File: src/rtl/irq64_pkg.sv
// Shared constants, types and the fixed source-to-bit mapping of the
// 64-source interrupt controller. Assumes exactly 64 sources, 32-bit words.
package irq64_pkg;
    localparam int NSRC    = 64;
    localparam int DW      = 32;
    localparam int SIDX_W  = $clog2(NSRC);
    localparam int AW      = 3;
    localparam int VEC_LSB = DW - SIDX_W;

    typedef enum logic [1:0] {
        K_INTERNAL = 2'd0,
        K_EXTERNAL = 2'd1,
        K_PORT     = 2'd2,
        K_RESERVED = 2'd3
    } src_kind_e;

    typedef enum logic [AW-1:0] {
        A_MASK_HI = 3'd0,
        A_MASK_LO = 3'd1,
        A_PEND_HI = 3'd2,
        A_PEND_LO = 3'd3,
        A_EDGE    = 3'd4,
        A_VECTOR  = 3'd5
    } reg_addr_e;

    // Sensing class of a source number
    function automatic src_kind_e kind_of(input int s);
        if (s == 0 || s == 31)   return K_RESERVED;
        if (s >= 19 && s <= 25)  return K_EXTERNAL;
        if (s >= 48)             return K_PORT;
        return K_INTERNAL;
    endfunction

    // True when the source lives in the high word
    function automatic bit word_is_hi(input int s);
        return (s >= 16 && s <= 31) || (s >= 48);
    endfunction

    // Bit position of the source inside its word
    function automatic int bit_of(input int s);
        if (s == 0)  return 0;
        if (s <= 15) return 16 - s;
        if (s <= 18) return 18 - s;
        if (s <= 30) return 33 - s;
        if (s == 31) return 0;
        if (s <= 47) return 63 - s;
        return s - 32;
    endfunction

    // Edge-select bit used by a source (0 for sources without one)
    function automatic int edge_bit_of(input int s);
        if (s >= 19 && s <= 25) return 33 - s;
        if (s >= 48)            return s - 32;
        return 0;
    endfunction
endpackage

File: src/rtl/irq64_src_cell.sv
// One interrupt source: synchronizer, edge detector and pending latch.
// Assumes src_n is asynchronous and active-low, SYNC_STAGES >= 2.
// The KIND parameter fixes the sensing class at elaboration.
module irq64_src_cell
    import irq64_pkg::*;
#(
    parameter src_kind_e KIND        = K_INTERNAL,
    parameter int        SYNC_STAGES = 2
) (
    input  logic clk,
    input  logic rst_n,
    input  logic src_n,
    input  logic edge_sel,
    input  logic clr,
    output logic pend
);
    logic [SYNC_STAGES-1:0] sync_q;
    logic                   prev_q;
    logic                   latch_q;
    logic                   last;
    logic                   fall;
    logic                   rise;
    logic                   is_edge;
    logic                   hit;

    assign last = sync_q[SYNC_STAGES-1];
    assign fall = prev_q & ~last;
    assign rise = ~prev_q & last;

    // Pick edge or level sensing from the class and the select bit
    always_comb begin
        is_edge = (KIND == K_PORT) || ((KIND == K_EXTERNAL) && edge_sel);
        if (KIND == K_PORT)
            hit = fall | (~edge_sel & rise);
        else
            hit = is_edge & fall;
    end

    // Synchronize the input and keep its previous synchronized value
    always_ff @(posedge clk) begin
        if (!rst_n) begin
            sync_q <= '1;
            prev_q <= 1'b1;
        end else begin
            sync_q <= {sync_q[SYNC_STAGES-2:0], src_n};
            prev_q <= last;
        end
    end

    // Latch a detected edge; a new edge wins over a clearing write
    always_ff @(posedge clk) begin
        if (!rst_n)
            latch_q <= 1'b0;
        else if (hit)
            latch_q <= 1'b1;
        else if (clr)
            latch_q <= 1'b0;
    end

    assign pend = is_edge ? latch_q : (~last & (KIND != K_RESERVED));
endmodule

File: src/rtl/irq64_prio_enc.sv
// Fixed-priority encoder: returns the lowest index with a request set.
// Assumes index 0 is never requested, so idx==0 also means "none".
module irq64_prio_enc #(
    parameter int N  = 64,
    parameter int IW = $clog2(N)
) (
    input  logic [N-1:0]  req,
    output logic [IW-1:0] idx,
    output logic          any
);
    // Scan from the top so the lowest active index is assigned last
    always_comb begin
        idx = '0;
        any = |req;
        for (int i = N - 1; i >= 0; i--) begin
            if (req[i]) idx = i[IW-1:0];
        end
    end
endmodule

File: src/rtl/irq_ctrl64.sv
// Top of the 64-source interrupt controller. Holds the mask and
// edge-select words, routes sources through the fixed bit table, builds
// the pending words and the vector, and drives one request output.
// Assumes a single-cycle register bus with combinational read data.
module irq_ctrl64
    import irq64_pkg::*;
#(
    parameter int SYNC_STAGES = 2
) (
    input  logic            clk,
    input  logic            rst_n,
    input  logic [NSRC-1:0] src_n,
    input  logic            bus_we,
    input  logic [AW-1:0]   bus_addr,
    input  logic [DW-1:0]   bus_wdata,
    output logic [DW-1:0]   bus_rdata,
    output logic            irq_out
);
    logic [DW-1:0]     mask_hi_q, mask_lo_q, edge_q;
    logic [DW-1:0]     pend_hi, pend_lo;
    logic [NSRC-1:0]   pend_src, mask_src, clr_src, act_src;
    logic [SIDX_W-1:0] vec_idx;
    logic              any_act;

    // Per-source cells with their mask, clear and edge-select routing
    for (genvar s = 0; s < NSRC; s++) begin : g_src
        localparam bit        HI = word_is_hi(s);
        localparam int        BP = bit_of(s);
        localparam int        EB = edge_bit_of(s);
        localparam reg_addr_e PA = HI ? A_PEND_HI : A_PEND_LO;

        assign mask_src[s] = HI ? mask_hi_q[BP] : mask_lo_q[BP];
        assign clr_src[s]  = bus_we && (bus_addr == PA) && bus_wdata[BP];

        irq64_src_cell #(
            .KIND        (kind_of(s)),
            .SYNC_STAGES (SYNC_STAGES)
        ) u_cell (
            .clk      (clk),
            .rst_n    (rst_n),
            .src_n    (src_n[s]),
            .edge_sel (edge_q[EB]),
            .clr      (clr_src[s]),
            .pend     (pend_src[s])
        );
    end

    assign act_src = pend_src & mask_src;

    // Gather per-source pending bits into the two words through the table
    always_comb begin
        pend_hi = '0;
        pend_lo = '0;
        for (int s = 0; s < NSRC; s++) begin
            if (word_is_hi(s)) pend_hi[bit_of(s)] = pend_hi[bit_of(s)] | pend_src[s];
            else               pend_lo[bit_of(s)] = pend_lo[bit_of(s)] | pend_src[s];
        end
    end

    irq64_prio_enc #(.N(NSRC), .IW(SIDX_W)) u_prio (
        .req (act_src),
        .idx (vec_idx),
        .any (any_act)
    );

    assign irq_out = any_act;

    // Software-written mask and edge-select words
    always_ff @(posedge clk) begin
        if (!rst_n) begin
            mask_hi_q <= '0;
            mask_lo_q <= '0;
            edge_q    <= '0;
        end else if (bus_we) begin
            case (bus_addr)
                A_MASK_HI: mask_hi_q <= bus_wdata;
                A_MASK_LO: mask_lo_q <= bus_wdata;
                A_EDGE:    edge_q    <= bus_wdata;
                default:   ;
            endcase
        end
    end

    // Read multiplexer
    always_comb begin
        case (bus_addr)
            A_MASK_HI: bus_rdata = mask_hi_q;
            A_MASK_LO: bus_rdata = mask_lo_q;
            A_PEND_HI: bus_rdata = pend_hi;
            A_PEND_LO: bus_rdata = pend_lo;
            A_EDGE:    bus_rdata = edge_q;
            A_VECTOR:  bus_rdata = {vec_idx, {VEC_LSB{1'b0}}};
            default:   bus_rdata = '0;
        endcase
    end
endmodule

File: config.mk
export PLATFORM = sky130hd
export DESIGN_NAME = irq_ctrl64
export DESIGN_NICKNAME = d
export VERILOG_FILES = /design/src/rtl/irq64_pkg.sv /design/src/rtl/irq64_src_cell.sv /design/src/rtl/irq64_prio_enc.sv /design/src/rtl/irq_ctrl64.sv
export SDC_FILE = /design/constraint.sdc
export NUM_CORES = 1
export LEC_CHECK = 0
export ABC_CLOCK_PERIOD_IN_PS = 2400
export BUFFER_PORTS_ARGS = -buffer_cell sky130_fd_sc_hd__buf_2
export CELL_PAD_IN_SITES_DETAIL_PLACEMENT = 1
export CELL_PAD_IN_SITES_GLOBAL_PLACEMENT = 1
export CORE_UTILIZATION = 45
export CTS_BUF_LIST = sky130_fd_sc_hd__clkbuf_2 sky130_fd_sc_hd__clkbuf_4 sky130_fd_sc_hd__clkbuf_8
export CTS_CLUSTER_SIZE = 14
export DETAILED_ROUTE_END_ITERATION = 12
export PLACE_DENSITY = 0.86
export SETUP_SLACK_MARGIN = 0.1
export SLEW_MARGIN = 5
export SYNTH_ARGS = -nofsm -noshare
export SYNTH_HDL_FRONTEND = slang
export SYNTH_SLANG_ARGS = --single-unit
export TNS_END_PERCENT = 10
File: constraint.sdc
create_clock -name clk -period 2.4 [get_ports clk]
set_input_delay 0.48 -clock clk [delete_from_list [all_inputs] [get_ports clk]]
set_output_delay 0.48 -clock clk [all_outputs]
set_load 0.02 [all_outputs]
==> results_dict.tcl, run 1 <==
set metrics [dict create \
    compound_cell_area_share_of_the_yosys_netlist_pct 17.11 \
    cts_tree "done" \
    total_leakage_power_uw 0.006115 \
    die_y_um 159.0 \
    crit_slowest_cell "dfxtp_2" \
    syn_inst 1284 \
    postSynthRegisterBits 266 \
    boundaryPins 135 \
    slew_violations 0 \
    layout.core_utilization_pct 59.44 \
    via_count_of_the_first_global_routing_pass 11420 \
    worst_clock_skew_ns 0.02357 \
    synth_commonest_cells "nand2_1, dfxtp_1, nand2b_1, a21boi_0, nor2_1" \
    cts_buffers 45 \
    postRouteAntennaNets 0 \
    per_cell_routed_wire_length_um 22.84 \
    clk_root_buffer_cell "clkbuf_8" \
    worst_path_dominant_cell_family "compound AO/OA/AOI/OAI gates" \
    die_w_um 159.0 \
    slew_headroom_pct 55.93 \
    grt_antenna_before_repair 2 \
    synth_most_common_cell "nand2_1" \
    tritoncts_num_sinks 266 \
    post_synth_fa_ha_maj_area_fraction_pct 0 \
    grt_pass1_wl_mm 62.01 \
    detail_route.wirelength_mm 43.24 \
    fp.dieArea_sq_um 25290 \
    clkLatencyLatePin_ns 0.58 \
    syn-num-nets 1386 \
    critical_path.endpoint_type "output pin" \
    setup_violations 8 \
    worstPathRequired_ns 1.92 \
    final_period_minus_worst_setup_slack_ns 3.331 \
    drt-pass1-iter-count 5 \
    hold_path.startpoint "src_n[19]" \
    reg2reg_depth 2 \
    most_used_flip_flop_cell_after_synthesis "dfxtp_1" \
    yosys.area_share.simple_pct 26.20 \
    via_per_inst 5.808 \
    detailedRoute.firstIterationViolations 935 \
    regToRegSetupSlack_ns 1.38 \
    initial_cell_density_of_the_core_pct 45.76 \
    syn2layout_area_growth_pct 29.91 \
    largest_net_degree_at_the_start_of_global_routing 64 \
    cell_types_with_the_largest_area_share_after_synthesis "dfxtp_1, nand2_1, nand2b_1, a21boi_0, mux2i_1" \
    worst_hold_path_type "in -> reg" \
    synth-edff-count 0 \
    drc 0 \
    cp_cell_sequence "and2_1, o21ai_1, nor4bb_2, buf_4, nand3_1, buf_4, a31oi_1, o31ai_2, buf_4" \
    filler_cell_count 2848 \
    finalNetCount 1634 \
    post-route-cell-area_sq_um 14410 \
    place.detailed.hpwl_mm 25.50 \
    yosys.area.top_type_share_pct 47.99 \
    ys_seq_area_share_pct 47.99 \
    via_count 10990 \
    worst-endpoint-arrival_ns 2.85 \
    total_power_uw 10230 \
    outcome "complete, but fails checks" \
    critical_path_peak_fanout 4 \
    worst_ir_drop_vdd_uv 427.8 \
    muxShareOfSynthArea_pct 5.458 \
    yosys.cell_types.count 50 \
    detailed_place.area_sq_um 13060 \
    globalRouteTotalUtil_pct 31.07 \
    power_per_cell_area_nw_per_um2 709.6 \
    synth_top_family_by_area "simple AND/OR/NAND/NOR gates" \
    number_of_warnings_issued_by_yosys 0 \
    cts.htree.levels 2 \
    fraction_of_final_layout_cells_with_drive_strength_greater_than_1_pct 27.46 \
    cts_max_path_buffers 3 \
    placement.io_buffers 132 \
    worst_hold_path.num_cells 2 \
    fin_tns_setup_ns -5.499 \
    yosys.area.top_type "dfxtp_1" \
    netlist_area_sq_um 11100 \
    core.rowCount 57 \
    detailedPlace.worstSlack_ns -0.2921 \
    start_kind "flip-flop" \
    synth_area_per_cell_sq_um 8.641 \
    post-route-period-util_pct 138.8 \
    reg2reg_from "mask_hi_q[31]" \
    crit-reg2reg-capture "mask_hi_q[31]" \
    post-route-worst-setup-slack_ns -0.9315 \
    floorplan.core_area_sq_um 24250 \
    clock.fmax_ghz 0.3002 \
    cpPeakStageDelay_ns 0.36 \
    post_synth_xor_area_fraction_pct 0 \
    overflow 0 \
    clk_pin_slew_ns 0.07 \
    tightestPinTransition_ns 0.6542 \
    violations_in_the_final_reports "negative setup slack" \
    setup_repair_after_global_routing_missed_its_margin "yes" \
    crit_type "reg -> out" \
    hold-path-endpoint "g_src[19].u_cell.sync_q[0]" \
    async_reset_ff_share_pct 0 \
    hold_viol_final 0 \
    max-cap-violations 0 \
    worst-path-buf-inv 3 \
    critPathMostFrequentCell "buf_4" \
    gp_routability_congestion 0.9380 \
]
-- sequential cells by signal (all words and copies together) (netlist names) --
| signal | cells |
|---|---|
| g_src.u_cell.sync_q | 124 |
| edge_q | 32 |
| mask_hi_q | 32 |
| mask_lo_q | 32 |
| g_src.u_cell.prev_q | 23 |
| g_src.u_cell.pend | 16 |
| g_src.u_cell.latch_q | 7 |
-- repair_timing --
item / in CTS / in global routing
gates cloned: 0 / 0
pin swaps: 6 / 16
hold buffers: 0 / 0
endpoints found under the setup margin: 22 / 28
gates resized for setup: 49 / 41
hold endpoints to repair: 0 / 0
buffers inserted: 2 / 2
-- cell type report --
cell class	count	area [sq um]	share of cell area (%)
flip-flops and latches	266	5343	37.07
well taps	324	405.4	2.813
clock inverters	15	162.7	1.128
inverters	22	82.58	0.5729
multi-input cells	925	5712	39.63
diodes	3	7.507	0.05208
clock buffers	66	845.8	5.868
repair buffers	272	1856	12.87
-- worst reg2reg max path, cell delays in order (launching register included) --
cell and delay (ns):
dfxtp_1 0.44, nand2_1 0.12, a21boi_0 0.33
-- routing by layer --
layer	wire length, um	track usage (%)	vias to the layer above
li1	-	-	4813
met1	16510	35.78	5320
met2	20900	55.02	630
met3	3002	5.105	231
met4	2826	16.83	0
met5	0	0	-
-- report_power, final --
group / switching (uW) / internal [uW] / leakage [uW] / total (uW)
Sequential: 105 / 4580 / 0.00219 / 4680
Clock: 1980 / 2600 / 0.000537 / 4590
Combinational: 540 / 416 / 0.00339 / 956
-- cell usage in the layout, fill, tap and decap left out, types with 5 or more instances in the layout --
cell      instances
a21oi_2           5
nand3_1          11
nand4_1           5
a32oi_1           8
buf_6             9
buf_12            5
o22ai_1           7
a22oi_1          10
dfxtp_2          11
nand2b_1        169
nor2b_1          24
clkbuf_4         10
mux4_2            9
mux2i_1          38
dfxtp_1         254
a22o_1           11
a21oi_1          25
o211ai_1          8
a31oi_1           5
buf_4           137
buf_2           119
a21boi_0        113
nor3_1            6
a211oi_1          6
nand2_1         295
clkbuf_8         56
and2_1            6
nor2_1           58
o22ai_2           7
o21ai_2           9
inv_1            22
o21ai_0          24
clkinv_2          9
-- worst max path at each step --
| stage | start | to | slack (ns) | cells past startpoint |
|---|---|---|---|---|
| 6_report | edge_q[13] | bus_rdata[30] | -0.93 | 9 |
| 3_5_place_dp | edge_q[14] | bus_rdata[26] | -0.29 | 8 |
| 5_1_grt | edge_q[13] | bus_rdata[30] | -1.05 | 9 |
| 3_3_place_gp | edge_q[14] | bus_rdata[26] | -0.26 | 8 |
| 4_1_cts | mask_lo_q[7] | bus_rdata[27] | -0.70 | 5 |
| 2_1_floorplan | bus_addr[0] | bus_rdata[10] | 0.04 | 6 |
-- through the flow --
stage          instances  hold WS, ns
4_1_cts             1888      0.06506
3_5_place_dp        1805       0.3940
5_1_grt             1893      0.07548
2_1_floorplan       1284       0.3863
3_3_place_gp        1805       0.3881
6_report            1893      0.08019
-- cells by family after synthesis --
logic type / after synthesis
AO/OA/AOI/OAI: 270
flip-flops: 266
buffers and inverters: 93
AND/OR/NAND/NOR: 606
multiplexers: 49
(Power assumes the default switching activity.)
==> run 2: changes to the inputs <==
Settings changed: ABC_AREA set to 1, CORE_UTILIZATION 45 to 44.
==> run 2 against run 1 <==
  * The run still ends with negative setup slack left
  * Cell area is 6.1% lower
  * Register-to-register slack hardly changed
  * Worst hold slack better by 0.0038 ns
  * Critical path type unchanged
  * Critical endpoint is now bus_rdata[26]
==> results_dict.tcl, run 2 <==
set metrics [dict create \
    outcome "complete, but fails checks" \
    violations_in_the_final_reports "negative setup slack" \
    worstPathRequired_ns 1.92 \
    hold-path-endpoint "g_src[47].u_cell.sync_q[0]" \
    cts.htree.levels 2 \
    post_cts_hold_buffer_count 0 \
    yosys.area.top_type "dfxtp_1" \
    antenna_cells 0 \
    post-route-worst-setup-slack_ns -2.785 \
    fin_tns_setup_ns -7.753 \
    post-route-cell-area_sq_um 13530 \
    critPathMostFrequentCell "nand2_1" \
    final_common_cell "dfxtp_1" \
    whs_ns 0.08397 \
    cts_tree "done" \
    slew_headroom_pct 67.20 \
    internal-power_uw 7547 \
    worst_clock_skew_ns 0.01214 \
    clk_pin_slew_ns 0.07 \
    ys_seq_area_share_pct 50.83 \
    total_leakage_power_uw 0.006401 \
    crit_type "reg -> out" \
    detailedRoute.firstIterationViolations 688 \
    wl_met2_mm 18.92 \
    worst_hold_path.num_cells 2 \
    crit_slowest_cell "dfxtp_2" \
    hold_viol_final 0 \
    post-route-period-util_pct 216.0 \
    drt-pass1-iter-count 5 \
    number_of_warnings_issued_by_yosys 0 \
    placement.io_buffers 132 \
    globalRouteTotalUtil_pct 30.25 \
    die_w_um 156.3 \
    syn2layout_area_growth_pct 29.14 \
    netlist_area_sq_um 10480 \
    hold_path.startpoint "src_n[47]" \
    die_y_um 156.3 \
    total_power_uw 10110 \
    critical_path.endpoint_type "output pin" \
    reg2reg_from "g_src[55].u_cell.sync_q[1]" \
    regToRegSetupSlack_ns 1.39 \
    finalNetCount 1652 \
    route.met3.wl_mm 2.353 \
    power_switching_share_pct 25.37 \
    synth_most_common_cell "dfxtp_1" \
    share_of_total_power_in_the_clock_network_pct 44.2 \
    detailed_place.area_sq_um 12330 \
    clk_root_buffer_cell "clkbuf_8" \
    initial_cell_density_of_the_core_pct 44.77 \
    power_per_cell_area_nw_per_um2 747.5 \
    final_period_minus_worst_setup_slack_ns 5.185 \
    largest_net_degree_at_the_start_of_global_routing 102 \
    detail_route.wirelength_mm 38.10 \
    gp_routability_congestion 0.8681 \
    worst_hold_path_type "in -> reg" \
    cts_max_path_buffers 3 \
    clock.fmax_ghz 0.1929 \
    tritoncts_num_sinks 266 \
    slew_violations 0 \
    synth_commonest_cells "dfxtp_1, nand2_1, or2_2, a21oi_1, inv_1" \
    seq_power_share_pct 46.4 \
    floorplan.core_area_sq_um 23400 \
    cpPeakStageDelay_ns 0.32 \
    reg2reg_depth 4 \
    most_used_flip_flop_cell_after_synthesis "dfxtp_1" \
    place.detailed.hpwl_mm 23.69 \
    wl_met1_mm 15.41 \
    overflow 0 \
    dr.max_layer_used "met4" \
    per_cell_routed_wire_length_um 20.06 \
    layout_common_cells "dfxtp_1, nand2_1, buf_4, or2_2, buf_2" \
    via_count_of_the_first_global_routing_pass 10930 \
    max-cap-violations 0 \
    core.rowCount 56 \
    async_reset_ff_share_pct 0 \
    cell_types_with_the_largest_area_share_after_synthesis "dfxtp_1, nand2_1, or2_2, a21oi_1, o21ai_0" \
    p_switching_uw 2566 \
    setup_violations 7 \
    worst_path_dominant_cell_family "simple AND/OR/NAND/NOR gates" \
    via_count 10420 \
    boundaryPins 135 \
    fraction_of_final_layout_cells_with_drive_strength_greater_than_1_pct 36.58 \
    yosys.area.top_type_share_pct 50.83 \
    grt_pass1_wl_mm 57.57 \
    layout.core_utilization_pct 57.81 \
    postRouteAntennaNets 0 \
    syn_inst 1309 \
    combPwrFrac_pct 9.4 \
    yosys.cell_types.count 33 \
    clkLatencyLatePin_ns 0.58 \
    worst-endpoint-arrival_ns 4.70 \
    cts_buffers 45 \
    syn-num-nets 1411 \
    critical_path_peak_fanout 2 \
    grt_antenna_before_repair 0 \
    largest_register_ffs 124 \
    via_per_inst 5.487 \
    worst_ir_drop_vdd_uv 389.0 \
    filler_cell_count 2876 \
    tightestPinTransition_ns 0.4920 \
    register_ranked_first_by_flip_flop_count "g_src.u_cell.sync_q" \
    setup_repair_after_global_routing_missed_its_margin "yes" \
    fp.dieArea_sq_um 24430 \
    crit-reg2reg-capture "g_src[55].u_cell.pend" \
    start_kind "flip-flop" \
    worst-path-buf-inv 2 \
    postSynthRegisterBits 266 \
    synth_area_per_cell_sq_um 8.003 \
    drc 0 \
    synth-edff-count 0 \
]
[run 2: how the worst max path moves through the flow]
stage	from	to	slack (ns)	depth (start not counted)
final	g_src[63].u_cell.pend	bus_rdata[26]	-2.78	65
after global routing	g_src[63].u_cell.pend	bus_rdata[26]	-3.33	65
after CTS	g_src[63].u_cell.pend	bus_rdata[26]	-2.66	65
after detailed placement	mask_hi_q[31]	bus_rdata[26]	-1.98	65
after global placement	mask_hi_q[31]	bus_rdata[26]	-1.77	65
after floorplan	g_src[63].u_cell.pend	bus_rdata[26]	-1.15	64
[run 2: repair_timing]
item / CTS / global route
gates resized for setup: 35 / 44
setup buffers: 1 / 0
pin swaps: 15 / 10
setup endpoints to repair: 20 / 28
[run 2: cell type report]
cell class                      count  area (sq um)  area share, %
Tap cell                          319         399.1          2.950
Clock inverter                      9         125.1         0.9248
Inverter                          119         467.9          3.459
Timing Repair Buffer              261          1772          13.10
Clock buffer                       68         848.3          6.270
Sequential cell                   266          5340          39.47
Multi-Input combinational cell    857          4577          33.83
[run 2: kinds of logic (layout without fill, tap and decap cells)]
kind of cell / count (synthesis) / after routing / synth area share, %
AOI/OAI and AO/OA: 287 / 287 / 15.87
buffers and inverters: 186 / 457 / 6.796
DFF: 266 / 266 / 50.83
and+or+nand+nor: 570 / 570 / 26.50
[run 2: power by group through the flow]
stage / registers, uW / clock network (uW) / logic, uW
floorplan: 4760 / 0 / 465
global placement: 4770 / 0 / 828
detailed placement: 4780 / 0 / 859
CTS: 4690 / 4510 / 900
global route: 4710 / 4720 / 1010
finish: 4700 / 4470 / 947
[run 2: layer usage]
metal | up-vias | GRT usage (%)
met5 | - | 0
met4 | 0 | 13.73
met3 | 121 | 4.736
met2 | 476 | 53.23
met1 | 5067 | 36.17
li1 | 4755 | -
[run 2: through the flow]
step                      worst slack [ns]  cells
after global routing                -3.333   1899
final                               -2.785   1899
after CTS                           -2.665   1899
after detailed placement            -1.985   1821
after global placement              -1.771   1821
after floorplan                     -1.148   1309
==> run 3: changes to the inputs <==
Settings changed: BUFFER_PORTS_ARGS -buffer_cell sky130_fd_sc_hd__buf_2 to not set, CORE_UTILIZATION 44 to 49, DONT_BUFFER_PORTS set to 1, PLACE_DENSITY 0.86 to 0.87, SETUP_SLACK_MARGIN 0.1 to not set.
==> run 3 against run 2 <==
  * The flow still finishes with violations (negative setup slack)
  * Core utilization increased by 3.6 points
  * Sequential power barely moved
  * Non-clock buffer count shrank 110
  * Combinational power down 15%
  * Critical path type unchanged
==> results_dict.tcl, run 3 (synthesis gave the netlist of run 2 again) <==
set metrics [dict create \
    cts_max_path_buffers 3 \
    die_w_um 148.2 \
    via_per_inst 5.943 \
    clkLatencyLatePin_ns 0.57 \
    slew_headroom_pct 51.09 \
    critical_path_peak_fanout 2 \
    worst_ir_drop_vdd_uv 623.0 \
    clk_root_buffer_cell "clkbuf_8" \
    worst_clock_skew_ns 0.02216 \
    core.rowCount 53 \
    die_y_um 148.2 \
    finalNetCount 1541 \
    critical_path.endpoint_type "output pin" \
    syn2layout_area_growth_pct 23.17 \
    seq_area_sq_um 5348 \
    internal-power_uw 7361 \
    initial_cell_density_of_the_core_pct 49.84 \
    per_cell_routed_wire_length_um 23.90 \
    largest_net_degree_at_the_start_of_global_routing 106 \
    placedCellCount 1654 \
    via_count 10360 \
    layout.core_utilization_pct 61.38 \
    crit_slowest_cell "dfxtp_2" \
    place.detailed.hpwl_mm 24.09 \
    overflow 0 \
    drt-pass1-iter-count 6 \
    boundaryPins 135 \
    cpPeakStageDelay_ns 0.33 \
    total_leakage_power_uw 0.005923 \
    grt_pass1_wl_mm 62.91 \
    share_of_total_power_in_the_clock_network_pct 43.9 \
    clock.fmax_ghz 0.1981 \
    slew_violations 0 \
    violations_in_the_final_reports "negative setup slack" \
    hold_viol_final 0 \
    largest_register_ffs 124 \
    worst-endpoint-arrival_ns 4.57 \
    globalRouteTotalUtil_pct 37.82 \
    cts.htree.levels 2 \
    post-route-period-util_pct 210.4 \
    critPathMostFrequentCell "nand2_1" \
    floorplan.core_area_sq_um 21020 \
    start_kind "flip-flop" \
    final_common_cell "dfxtp_1" \
    crit_type "reg -> out" \
    worstPathRequired_ns 1.92 \
    final_period_minus_worst_setup_slack_ns 5.049 \
    setup_repair_after_global_routing_missed_its_margin "yes" \
    register_ranked_first_by_flip_flop_count "g_src.u_cell.sync_q" \
    detail_route.wirelength_mm 41.67 \
    postRouteAntennaNets 0 \
    post-route-worst-setup-slack_ns -2.649 \
    outcome "complete, but fails checks" \
    drc 0 \
    power_per_cell_area_nw_per_um2 765.1 \
    multi_input_logic_area_sq_um 4533 \
    seq_power_share_pct 47.9 \
    filler_cell_count 2485 \
    setup_violations 8 \
    cts_tree "done" \
    clk_pin_slew_ns 0.06 \
    antenna_cells 0 \
    grt_antenna_before_repair 0 \
    fraction_of_final_layout_cells_with_drive_strength_greater_than_1_pct 30.31 \
    detailedRoute.firstIterationViolations 1079 \
    layout_common_cells "dfxtp_1, nand2_1, buf_4, or2_2, a21oi_1" \
    via_count_of_the_first_global_routing_pass 11140 \
    fp.dieArea_sq_um 21970 \
    gp_routability_congestion 0.9136 \
    cts_buffers 44 \
    reg2reg_depth 3 \
    tightestPinTransition_ns 0.7152 \
    worst_hold_path_type "in -> reg" \
    combPwrFrac_pct 8.2 \
    fin_cells 1743 \
    tritoncts_num_sinks 266 \
    p_switching_uw 2512 \
    max-cap-violations 0 \
    power_switching_share_pct 25.44 \
    worst_hold_path.num_cells 1 \
    placement.io_buffers 0 \
]
[run 3: cell types whose count changed in the layout (fill, tap and decap cells not counted), sizes merged]
cell         delta
clkinvlp        -2
clkinv          +2
inv             +1
dlygate4sd3    +13
clkbuf          -2
buf           -123
bufinv          -1
[run 3: power by group through the flow]
stage	Combinational (uW)	Clock, uW	Sequential (uW)
after floorplan	465	0	4760
after global placement	674	0	4790
after detailed placement	704	0	4800
after CTS	767	4360	4720
after global routing	861	4590	4730
final	807	4340	4730
[run 3: repair_timing]
item                       CTS  global route
setup endpoints to repair    8             7
resized for setup           17            26
setup buffers                1             0
pin swaps                    2             5
hold endpoints to repair    22             0
hold buffers                13             0
[run 3: layer usage]
| layer | global-route usage (%) | part of all wire (%) |
|---|---|---|
| met4 | 21.80 | 5.1 |
| met1 | 46.69 | 39 |
| met3 | 9.172 | 10 |
| met2 | 60.26 | 46 |
| met5 | 0 | 0 |
[run 3: metrics by stage]
| stage | hold slack, ns | power [uW] | setup TNS (ns) | setup slack [ns] | cell area [sq um] |
|---|---|---|---|---|---|
| after floorplan | 0.3925 | 5225 | -1.623 | -1.148 | 10480 |
| after global placement | 0.3941 | 5461 | -2.854 | -1.556 | 11700 |
| after detailed placement | 0.3991 | 5506 | -3.286 | -1.754 | 11700 |
| after CTS | 0.0003031 | 9849 | -6.967 | -2.612 | 12830 |
| after global routing | 0.005023 | 10180 | -8.928 | -3.210 | 12900 |
| final | 0.01753 | 9873 | -7.603 | -2.649 | 12900 |
[run 3: worst max-delay path: cells and delay by family, from the launching register on]
kind                   cells  cell delay [ns]
AND/OR/NAND/NOR           63             3.58
flip-flops                 1             0.33
buffers and inverters      1             0.05
[run 3: cell type report]
type	instances	share of cell area, %
flip-flops and latches	266	41.44
multi-input cells	857	35.13
repair buffers	151	9.842
clock buffers	66	6.458
inverters	119	3.588
well taps	275	2.667
clock inverters	9	0.8727
[run 3: final timing paths]
check | start | to | slack [ns]
hold / removal | src_n[13] | g_src[13].u_cell.sync_q[0] | 0.02
setup reg to reg | edge_q[27] | g_src[59].u_cell.pend | 1.35
setup / recovery | mask_hi_q[31] | bus_rdata[26] | -2.65
hold reg to reg | g_src[5].u_cell.sync_q[0] | g_src[5].u_cell.sync_q[1] | 0.41
